<file path="src/rtl/tapdl_pkg.sv">
package tapdl_pkg;

    // Width of the binary delay code and of the stored control word
    localparam int SEL_W    = 7;
    localparam int CTRL_W   = SEL_W + 1;
    localparam int CAS_BIT  = SEL_W;

    // Force-high clears this many low code bits and adds one gate step
    localparam int FMAX_CLR    = 2;
    localparam int EXTRA_UNITS = 1 << FMAX_CLR;

    // Largest reachable code weight (force-high pattern plus extra step)
    localparam int MAX_UNITS = ((1 << SEL_W) - 1) - ((1 << FMAX_CLR) - 1) + EXTRA_UNITS;

    typedef struct packed {
        logic              maxed;
        logic [CTRL_W-1:0] bits;
    } ctrl_t;

    typedef enum logic [1:0] {
        BIT_LOAD = 2'd0,
        BIT_HOLD = 2'd1,
        BIT_CLR  = 2'd2,
        BIT_SET  = 2'd3
    } bit_act_e;

    // Next action for one stored control bit; overrides beat the hold input
    function automatic bit_act_e bit_action(input int idx, input logic len,
                                            input logic fmin, input logic fmax);
        if (fmin)
            return BIT_CLR;
        if (fmax && idx < SEL_W)
            return (idx < FMAX_CLR) ? BIT_CLR : BIT_SET;
        if (len)
            return BIT_HOLD;
        return BIT_LOAD;
    endfunction

    // Binary weight of the delay code in units
    function automatic int unsigned code_weight(input logic [SEL_W-1:0] code);
        int unsigned acc;
        acc = 0;
        for (int i = 0; i < SEL_W; i++)
            if (code[i])
                acc += (1 << i);
        return acc;
    endfunction

endpackage

</file>
<file path="src/rtl/tapdl_ctrl_latch.sv">
module tapdl_ctrl_latch
    import tapdl_pkg::*;
(
    input  logic              clk,
    input  logic              rst,
    input  logic              len_i,
    input  logic              fmin_i,
    input  logic              fmax_i,
    input  logic [CTRL_W-1:0] sel_i,
    output ctrl_t             ctrl_o
);

    logic [CTRL_W-1:0] bits_w;
    logic              maxed_q;

    for (genvar gi = 0; gi < CTRL_W; gi++) begin : g_bit
        bit_act_e act;
        logic     bit_q;

        assign act = bit_action(gi, len_i, fmin_i, fmax_i);

        always_ff @(posedge clk) begin
            if (rst) begin
                bit_q <= 1'b0;
            end else begin
                case (act)
                    BIT_LOAD: bit_q <= sel_i[gi];
                    BIT_CLR:  bit_q <= 1'b0;
                    BIT_SET:  bit_q <= 1'b1;
                    default:  bit_q <= bit_q;
                endcase
            end
        end

        assign bits_w[gi] = bit_q;
    end

    // Extra gate step follows the force-high input, force-low has priority
    always_ff @(posedge clk) begin
        if (rst)
            maxed_q <= 1'b0;
        else
            maxed_q <= fmax_i & ~fmin_i;
    end

    assign ctrl_o = '{maxed: maxed_q, bits: bits_w};

endmodule

</file>
<file path="src/rtl/tapdl_tap_decode.sv">
module tapdl_tap_decode
    import tapdl_pkg::*;
#(
    parameter int MIN_DLY = 4,
    parameter int DW      = 8
) (
    input  ctrl_t         ctrl_i,
    output logic [DW-1:0] units_o
);

    int unsigned total;

    always_comb begin
        total = MIN_DLY + code_weight(ctrl_i.bits[SEL_W-1:0]);
        if (ctrl_i.maxed)
            total = total + EXTRA_UNITS;
        units_o = DW'(total);
    end

endmodule

</file>
<file path="src/rtl/tapdl_shift_line.sv">
module tapdl_shift_line #(
    parameter int SR_LEN = 131,
    parameter int DW     = 8
) (
    input  logic          clk,
    input  logic          rst,
    input  logic          en_i,
    input  logic          din_i,
    input  logic [DW-1:0] tap_i,
    output logic          dout_o
);

    localparam int IW = (SR_LEN > 1) ? $clog2(SR_LEN) : 1;

    logic [SR_LEN-1:0] sr_q;
    logic              tap_bit;
    logic              dout_q;
    int                idx;

    always_ff @(posedge clk) begin
        if (rst)
            sr_q <= '0;
        else
            sr_q <= {sr_q[SR_LEN-2:0], din_i};
    end

    // Output register is the last stage, so a tap of D reads position D-2
    always_comb begin
        idx = int'(tap_i) - 2;
        if (idx >= 0 && idx < SR_LEN)
            tap_bit = sr_q[IW'(idx)];
        else
            tap_bit = 1'b0;
    end

    always_ff @(posedge clk) begin
        if (rst)
            dout_q <= 1'b0;
        else
            dout_q <= en_i & tap_bit;
    end

    assign dout_o = dout_q;

endmodule

</file>
<file path="src/rtl/tapdl_stage.sv">
module tapdl_stage
    import tapdl_pkg::*;
#(
    parameter int MIN_DLY = 4
) (
    input  logic              clk,
    input  logic              rst,
    input  logic              en_i,
    input  logic              din_i,
    input  logic              len_i,
    input  logic              force_min_i,
    input  logic              force_max_i,
    input  logic [CTRL_W-1:0] sel_i,
    output logic              dout_o,
    output logic              cas_o,
    output logic              cas_n_o
);

    localparam int MAX_DLY = MIN_DLY + MAX_UNITS;
    localparam int SR_LEN  = MAX_DLY - 1;
    localparam int DW      = $clog2(MAX_DLY + 1);

    ctrl_t         ctrl;
    logic [DW-1:0] delay_units;
    logic          maxed;

    tapdl_ctrl_latch u_ctrl (
        .clk    (clk),
        .rst    (rst),
        .len_i  (len_i),
        .fmin_i (force_min_i),
        .fmax_i (force_max_i),
        .sel_i  (sel_i),
        .ctrl_o (ctrl)
    );

    tapdl_tap_decode #(
        .MIN_DLY (MIN_DLY),
        .DW      (DW)
    ) u_decode (
        .ctrl_i  (ctrl),
        .units_o (delay_units)
    );

    tapdl_shift_line #(
        .SR_LEN (SR_LEN),
        .DW     (DW)
    ) u_line (
        .clk    (clk),
        .rst    (rst),
        .en_i   (en_i),
        .din_i  (din_i),
        .tap_i  (delay_units),
        .dout_o (dout_o)
    );

    assign maxed   = ctrl.maxed;
    assign cas_o   = ctrl.bits[CAS_BIT];
    assign cas_n_o = ~ctrl.bits[CAS_BIT];

endmodule

</file>
<file path="config.mk">
export PLATFORM = sky130hd
export DESIGN_NAME = tapdl_stage
export DESIGN_NICKNAME = d
export VERILOG_FILES = /design/src/rtl/tapdl_pkg.sv /design/src/rtl/tapdl_ctrl_latch.sv /design/src/rtl/tapdl_tap_decode.sv /design/src/rtl/tapdl_shift_line.sv /design/src/rtl/tapdl_stage.sv
export SDC_FILE = /design/constraint.sdc
export NUM_CORES = 1
export LEC_CHECK = 0
export BUFFER_PORTS_ARGS = -buffer_cell sky130_fd_sc_hd__buf_4
export CELL_PAD_IN_SITES_DETAIL_PLACEMENT = 1
export CELL_PAD_IN_SITES_GLOBAL_PLACEMENT = 2
export CORE_AREA = 3 3 112 114
export DETAILED_ROUTE_END_ITERATION = 10
export DIE_AREA = 0 0 115 117
export GPL_ROUTABILITY_DRIVEN = 0
export PLACE_DENSITY_LB_ADDON = 0.12
export REMOVE_ABC_BUFFERS = 1
export SYNTH_ARGS = -nofsm -noshare
export SYNTH_HDL_FRONTEND = slang
export SYNTH_SLANG_ARGS = --single-unit
</file>
<file path="constraint.sdc">
create_clock -name clk -period 7.3 [get_ports clk]
set_input_delay 1.46 -clock clk [delete_from_list [all_inputs] [get_ports clk]]
set_output_delay 1.46 -clock clk [all_outputs]
set_load 0.02 [all_outputs]
</file>
Word level (Yosys, flattened, before mapping)
Cells that the tools add are included.
Storage, ports and cells
  flip-flop bits (word level): 141
  bits in latches: 0
  memory bits (writable): 0
  memory bits (read-only): 0
  bits of input ports: 15
  output and inout bits: 3
  word-level logic and storage cells: 81
  memories: 0
Cells by class
  $add $sub $neg: 9
  multipliers: 0
  divide/modulo/power cells: 0
  magnitude comparators: 3
  equality and inequality tests: 6
  shift-type cells: 0
  multiplexer cells: 41
  bitwise gates (word level): 4
  reduce and logical (&&, ||, !) cells: 7
Operators with widths (number)
  $mux W8: 6
  $ge A32 B1 Y1 const B: 1
  $lt A32 B9 Y1 const B: 1
  $mux W2: 14
  $pmux W1 S3: 8
  $eq A2 B2 Y1 const B: 6
  $mux W1: 11
  $lt A8 B10 Y1 const B: 1
  $reduce_bool A3 Y1: 3
  $sub A8 B2 Y9 const B: 1
  $add A3 B8 Y8 const A: 1
  $add A8 B3 Y8 const B: 1
  $add A8 B4 Y8 const B: 1
  $add A8 B5 Y8 const B: 1
  $add A8 B6 Y8 const B: 1
  $add A8 B7 Y8 const B: 1
  $bmux W1 S8: 1
  $logic_not A2 Y1: 3
  $add A3 B3 Y4 const B: 1
  $add A1 B2 Y3 const B: 1
  $mux W3: 1
  $and A1 B1 Y1: 2
  $not A1 Y1: 2
  $logic_and A1 B1 Y1: 1

Logic depth before layout (Yosys ltp)
  depth after elaboration: 22
  mapped depth: 13
  gate-level depth less buffers: 10

By module
A second synthesis with hierarchy kept.
Unflattened totals
  cells, all modules: 490
  area total of the unflattened synthesis: 5647.9 um^2
By module, submodules not included
  tapdl_shift_line: instances 1, cells each 421, area each 4991.0 um^2, sequential area each 2642.5 um^2
  tapdl_ctrl_latch: instances 1, cells each 38, area each 432.9 um^2, sequential area each 180.2 um^2
  tapdl_tap_decode: instances 1, cells each 30, area each 220.2 um^2, sequential area each 0.0 um^2
  tapdl_stage: instances 1, cells each 1, area each 3.8 um^2, sequential area each 0.0 um^2

Worst setup path before layout
OpenSTA, ideal clock, no wires.
  kind: flip-flop to flip-flop
  from: register u_ctrl.g_bit[1].bit_q
  to: register u_line.dout_q (netlist: u_line.dout_o)
  library setup time: 120 ps
  arrival time: 2666 ps
  data required time: 7180 ps
  path slack: 4513 ps
  stages on the path, launching flop included: 14
  path buffers: 4
  period minus slack after synthesis: 2787 ps
  cells stage by stage: dfxtp_1 clkbuf_1 clkbuf_1 inv_1 ha_1 xnor3_1 buf_2 buf_2 mux2i_1 mux2i_1 mux2i_1 mux2i_1 a22oi_1 o21ai_1
On the way
  longest elaborated chain between the ends: 20
  elaborated cells between the ends (all ways): 23
  those cells by class: add/sub (8); order compare (2); mux (11); bitwise (1); reduce/logical (1)
RTL lines
  start: declaration: line tapdl_ctrl_latch.sv:18  | logic bit_q;
  start signal: assignment: line tapdl_ctrl_latch.sv:27  | BIT_LOAD: bit_q <= sel_i[gi];
  start signal: assignment: line tapdl_ctrl_latch.sv:30  | default: bit_q <= bit_q;
  $mux W3 (*): line tapdl_pkg.sv:44  | if (code[i])
  $add A3 B3 Y4: line tapdl_pkg.sv:45  | acc += (1 << i);
  $mux W8 (*): line tapdl_pkg.sv:44
  $add A8 B4 Y8: line tapdl_pkg.sv:45
  $mux W8 (*): line tapdl_pkg.sv:44
  $add A8 B5 Y8: line tapdl_pkg.sv:45
  $mux W8 (*): line tapdl_pkg.sv:44
  $add A8 B6 Y8: line tapdl_pkg.sv:45
  (+3 left out)
  $add A3 B8 Y8 (*): line tapdl_tap_decode.sv:14  | total = MIN_DLY + code_weight(ctrl_i.bits[SEL_W-1:0]);
  $add A8 B3 Y8: line tapdl_tap_decode.sv:16  | total = total + EXTRA_UNITS;
  $mux W8 (*): line tapdl_tap_decode.sv:15  | if (ctrl_i.maxed)
  $sub A8 B2 Y9 (*): line tapdl_shift_line.sv:29  | idx = int'(tap_i) - 2;
  $bmux W1 S8: line tapdl_shift_line.sv:31  | tap_bit = sr_q[IW'(idx)];
  $mux W1 (implied by the code) (2 in a row): line tapdl_shift_line.sv:31
  $mux W1 (*): line tapdl_shift_line.sv:30  | if (idx >= 0 && idx < SR_LEN)
  $and A1 B1 Y1 (*): line tapdl_shift_line.sv:40  | dout_q <= en_i & tap_bit;
  end signal: assignment: line tapdl_shift_line.sv:40
  end: declaration: line tapdl_shift_line.sv:17  | logic dout_q;
Mark *: on every way between the ends. The rest lies on a longest branch, timed or not. The select of a mux whose other input is x is not followed.
A chain may end at the register's enable or synchronous reset.

Worst setup path after layout
  from: register u_ctrl.g_bit[2].bit_q
  to: register u_line.dout_q (netlist: u_line.dout_o)
On the way
  longest elaborated chain between the ends: 18
  elaborated cells between the ends (all ways): 21
  those cells by class: add/sub (7); order compare (2); mux (10); bitwise (1); reduce/logical (1)
RTL lines (line)
  start: declaration: tapdl_ctrl_latch.sv:18
  start signal: assignment: tapdl_ctrl_latch.sv:27
  start signal: assignment: tapdl_ctrl_latch.sv:30
  $mux W8 (*): tapdl_pkg.sv:44
  $add A8 B4 Y8: tapdl_pkg.sv:45
  $mux W8 (*): tapdl_pkg.sv:44
  $add A8 B5 Y8: tapdl_pkg.sv:45
  $mux W8 (*): tapdl_pkg.sv:44
  $add A8 B6 Y8: tapdl_pkg.sv:45
  $mux W8 (*): tapdl_pkg.sv:44
  $add A8 B7 Y8: tapdl_pkg.sv:45
  $mux W8 (*): tapdl_pkg.sv:44
  $add A3 B8 Y8 (*): tapdl_tap_decode.sv:14
  $add A8 B3 Y8: tapdl_tap_decode.sv:16
  $mux W8 (*): tapdl_tap_decode.sv:15
  $sub A8 B2 Y9 (*): tapdl_shift_line.sv:29
  $bmux W1 S8: tapdl_shift_line.sv:31
  $mux W1 (implied by the code) (2 in a row): tapdl_shift_line.sv:31
  $mux W1 (*): tapdl_shift_line.sv:30
  $and A1 B1 Y1 (*): tapdl_shift_line.sv:40
Marks and branches as above.

==> key figures <==
Outcome
  • Status: complete, no violations

Power and ir drop
  • Fraction of power consumed by sequential logic: 45.1%
  • Clock power share: 50.4%
  • Power density normalized to cell area: 281 nW/um2
  • Total power of the final layout: 0.00172 W
  • Sw Share: 21.9%
  • Internal Pwr Total: 0.00134 W
  • Combinational power share: 4.6%
  • Leakage power: 2.36 nW
  • Net switching component of the power: 0.000377 W
  • Peak supply drop: 0.000159 V

Critical path
  • Type of the setup path with the least slack: register to register
  • Crit Path Max Fanout: 17
  • CP Launch Type: register
  • Critical path data required time: 7.60 ns
  • Endpoint class of the critical path: register
  • Signal arrival time at the worst endpoint: 3.40 ns

Clocking
  • Post-CTS Setup Repair Bufs: 0
  • Cell chosen for the clock root: clkbuf_16
  • Clock-pin transition on the worst setup and hold timing paths: 0.06 ns
  • Maximum root-to-sink buffer count: 2
  • Clock tree from TritonCTS: built
  • Count of hold-fix buffers inserted at cts: 0
  • Inserted Clock Buffers: 17
  • Skew-Pair Late Insertion Delay: 0.41 ns
  • CTS H-tree depth: 4
  • TritonCTS sink count: 141
  • Post-cts gate resize count: 0

Yosys
  • Post-synthesis cell area: 5320 um2
  • Leading register cell type out of synthesis: dfxtp_1
  • Leading post-synthesis cells by cell area: dfxtp_1, nor2b_1, mux4_2
  • Share of the synthesized area in the top cell type: 53.1%
  • Count of flip-flops with a built-in enable after synthesis: 0
  • Yosys warning count: 0
  • Async set-reset flop share out of synthesis: 0%
  • Share of synthesized area occupied by flip-flops and latches: 53.1%
  • Number of distinct library cells after synthesis: 35
  • Post-synthesis cell type with the largest combined area: dfxtp_1
  • Register bit count reported by yosys: 141
  • Synthesized instance count: 429
  • Post-synthesis area per instance: 12.4 um2

Place
  • Port bufs: 17
  • HPWL after detailed placement: 5.74 mm
  • Placement Cell Area: 5530 um2

Die
  • Die Span X: 115 um
  • Number of I/O pins: 18
  • Vert. Die Dim: 117 um
  • Row cnt: 39
  • Die Area: 13500 um2
  • Initial core utilization: 46.2%
  • Standard cell core area: 11500 um2

STA
  • Count of endpoints failing setup in the final report: 0
  • Tcrit/Tclk final: 42.4%
  • Worst slew margin relative to its limit: 29.0%
  • RSZ-0062 raised after global routing: no
  • Max Fclk: 0.323 GHz
  • Setup Total Neg Slack: 0 ns
  • Max Transition Viols Final: 0
  • Skew final: 0.00783 ns
  • Hold Violations, Final: 0
  • Fin crit period: 3.10 ns
  • Slew @ Worst Pin: 1.07 ns

Detailed routing
  • 1st-pass router iterations: 4
  • Final wirelength: 9.70 mm
  • Initial drt markers: 157
  • Via/cell ratio: 5.07
  • Number of vias in the routed layout: 3017
  • Antenna Violating Nets Remaining: 0
  • Per-cell routed wire length: 16.3 um
  • Number of DRC violations after detailed routing: 0

Layout
  • Core utilization of the finished layout: 53.2%
  • Number of diodes: 0
  • Fill cell count: 1180
  • Net count of the finished layout: 457
  • Highest-count cells in the layout ignoring fill and taps: dfxtp_1, nor2b_1, mux2i_1
  • Leading cell type in the layout, fill and taps excluded: dfxtp_1
  • Share of cells above drive strength 1: 19.5%
  • P&R area growth vs syn: 15.1%
  • Area of all placed cells without fillers: 6120 um2

GRT
  • Antenna violations before repair: 0
  • First-pass GRT wire length: 16.6 mm
  • Vias in the first global route: 3282
  • Maximum number of pins on one net before global-route repair: 101
  • Gr ovfl total: 0
  • Global Route Usage Sum: 16.3%

Job
  • Max-cap violations: 0

Min path
  • Worst min-delay path category: register to register
-- sequential cells by signal, summed over array words and instances, names as in the netlist --
name / flops
u_line.sr_q: 131
u_line.dout_o: 1
u_ctrl.maxed_q: 1
u_ctrl.g_bit.bit_q: 8
-- cell families (layout without fill, tap and decap cells) --
kind of cell	after synthesis	count (layout)	synth area share [%]
compound gates	12	12	1.25
xor+xnor	12	12	3.08
fa+ha+maj	3	3	0.706
buf+inv	33	56	2.61
flops	141	141	53.1
mux	72	72	21.1
simple gates	156	156	18.2
-- power groups by stage --
stage	clock (W)	combinational [W]	sequential, W
after global placement	0	0.0000777	0.000793
after CTS	0.000888	0.0000803	0.000776
final	0.000867	0.0000784	0.000776
after floorplan	0	0.0000477	0.000795
after global routing	0.000928	0.0000855	0.000776
after detailed placement	0	0.0000796	0.000793
-- cells in the mapped netlist, types with 2 or more instances --
library cell / n
clkbuf_1: 21
ha_1: 3
nor3_1: 2
mux2i_1: 40
nand3_1: 3
nor3b_1: 4
a21oi_1: 7
mux4_2: 32
dfxtp_1: 141
buf_2: 6
xor2_1: 7
inv_1: 4
nand2_1: 4
nor2_1: 3
nor2b_1: 132
-- cell type report --
cell class              instances  area [um2]  share of cell area (%)
flip-flops and latches        141        2820                    46.1
clock inverters                13         163                    2.66
inverters                       4        15.0                   0.245
well taps                     143         179                    2.92
clock buffers                  19         433                    7.07
multi-input cells             255        2360                    38.5
repair buffers                 20         150                    2.45
-- critical path, stage by stage (launching register included) --
cell	delay (ns)
dfxtp_1	0.50
inv_1	0.09
ha_1	0.34
xnor3_1	1.11
mux2i_1	0.28
mux2i_1	0.11
mux2i_1	0.20
mux2i_1	0.12
a22oi_1	0.16
o21ai_1	0.07
-- metrics by stage --
| stage | instances | setup WS, ns | hold WS, ns |
|---|---|---|---|
| 6_report | 595 | 4.20 | 0.455 |
| 5_1_grt | 595 | 3.93 | 0.469 |
| 4_1_cts | 595 | 4.19 | 0.458 |
| 3_5_place_dp | 563 | 4.08 | 0.450 |
| 3_3_place_gp | 563 | 4.15 | 0.437 |
| 2_1_floorplan | 400 | 4.19 | 0.432 |
-- worst paths after layout --
path,start,end,slack (ns),cells after the start
setup / recovery,u_ctrl.g_bit[2].bit_q,u_line.dout_o,4.20,9
hold reg to reg,u_line.sr_q[84],u_line.sr_q[85],0.45,1
hold / removal,u_line.sr_q[84],u_line.sr_q[85],0.45,1
setup reg to reg,u_ctrl.g_bit[2].bit_q,u_line.dout_o,4.20,9
-- routing by layer --
metal | global-route usage (%) | share of wire (%) | routed length, um
met1 | 20.2 | 47 | 4600
met2 | 26.2 | 48 | 4680
met3 | 5.24 | 3.0 | 287
met4 | 6.81 | 1.4 | 137
met5 | 0 | 0 | 0
No activity file was read; power rests on OpenSTA's default activity.
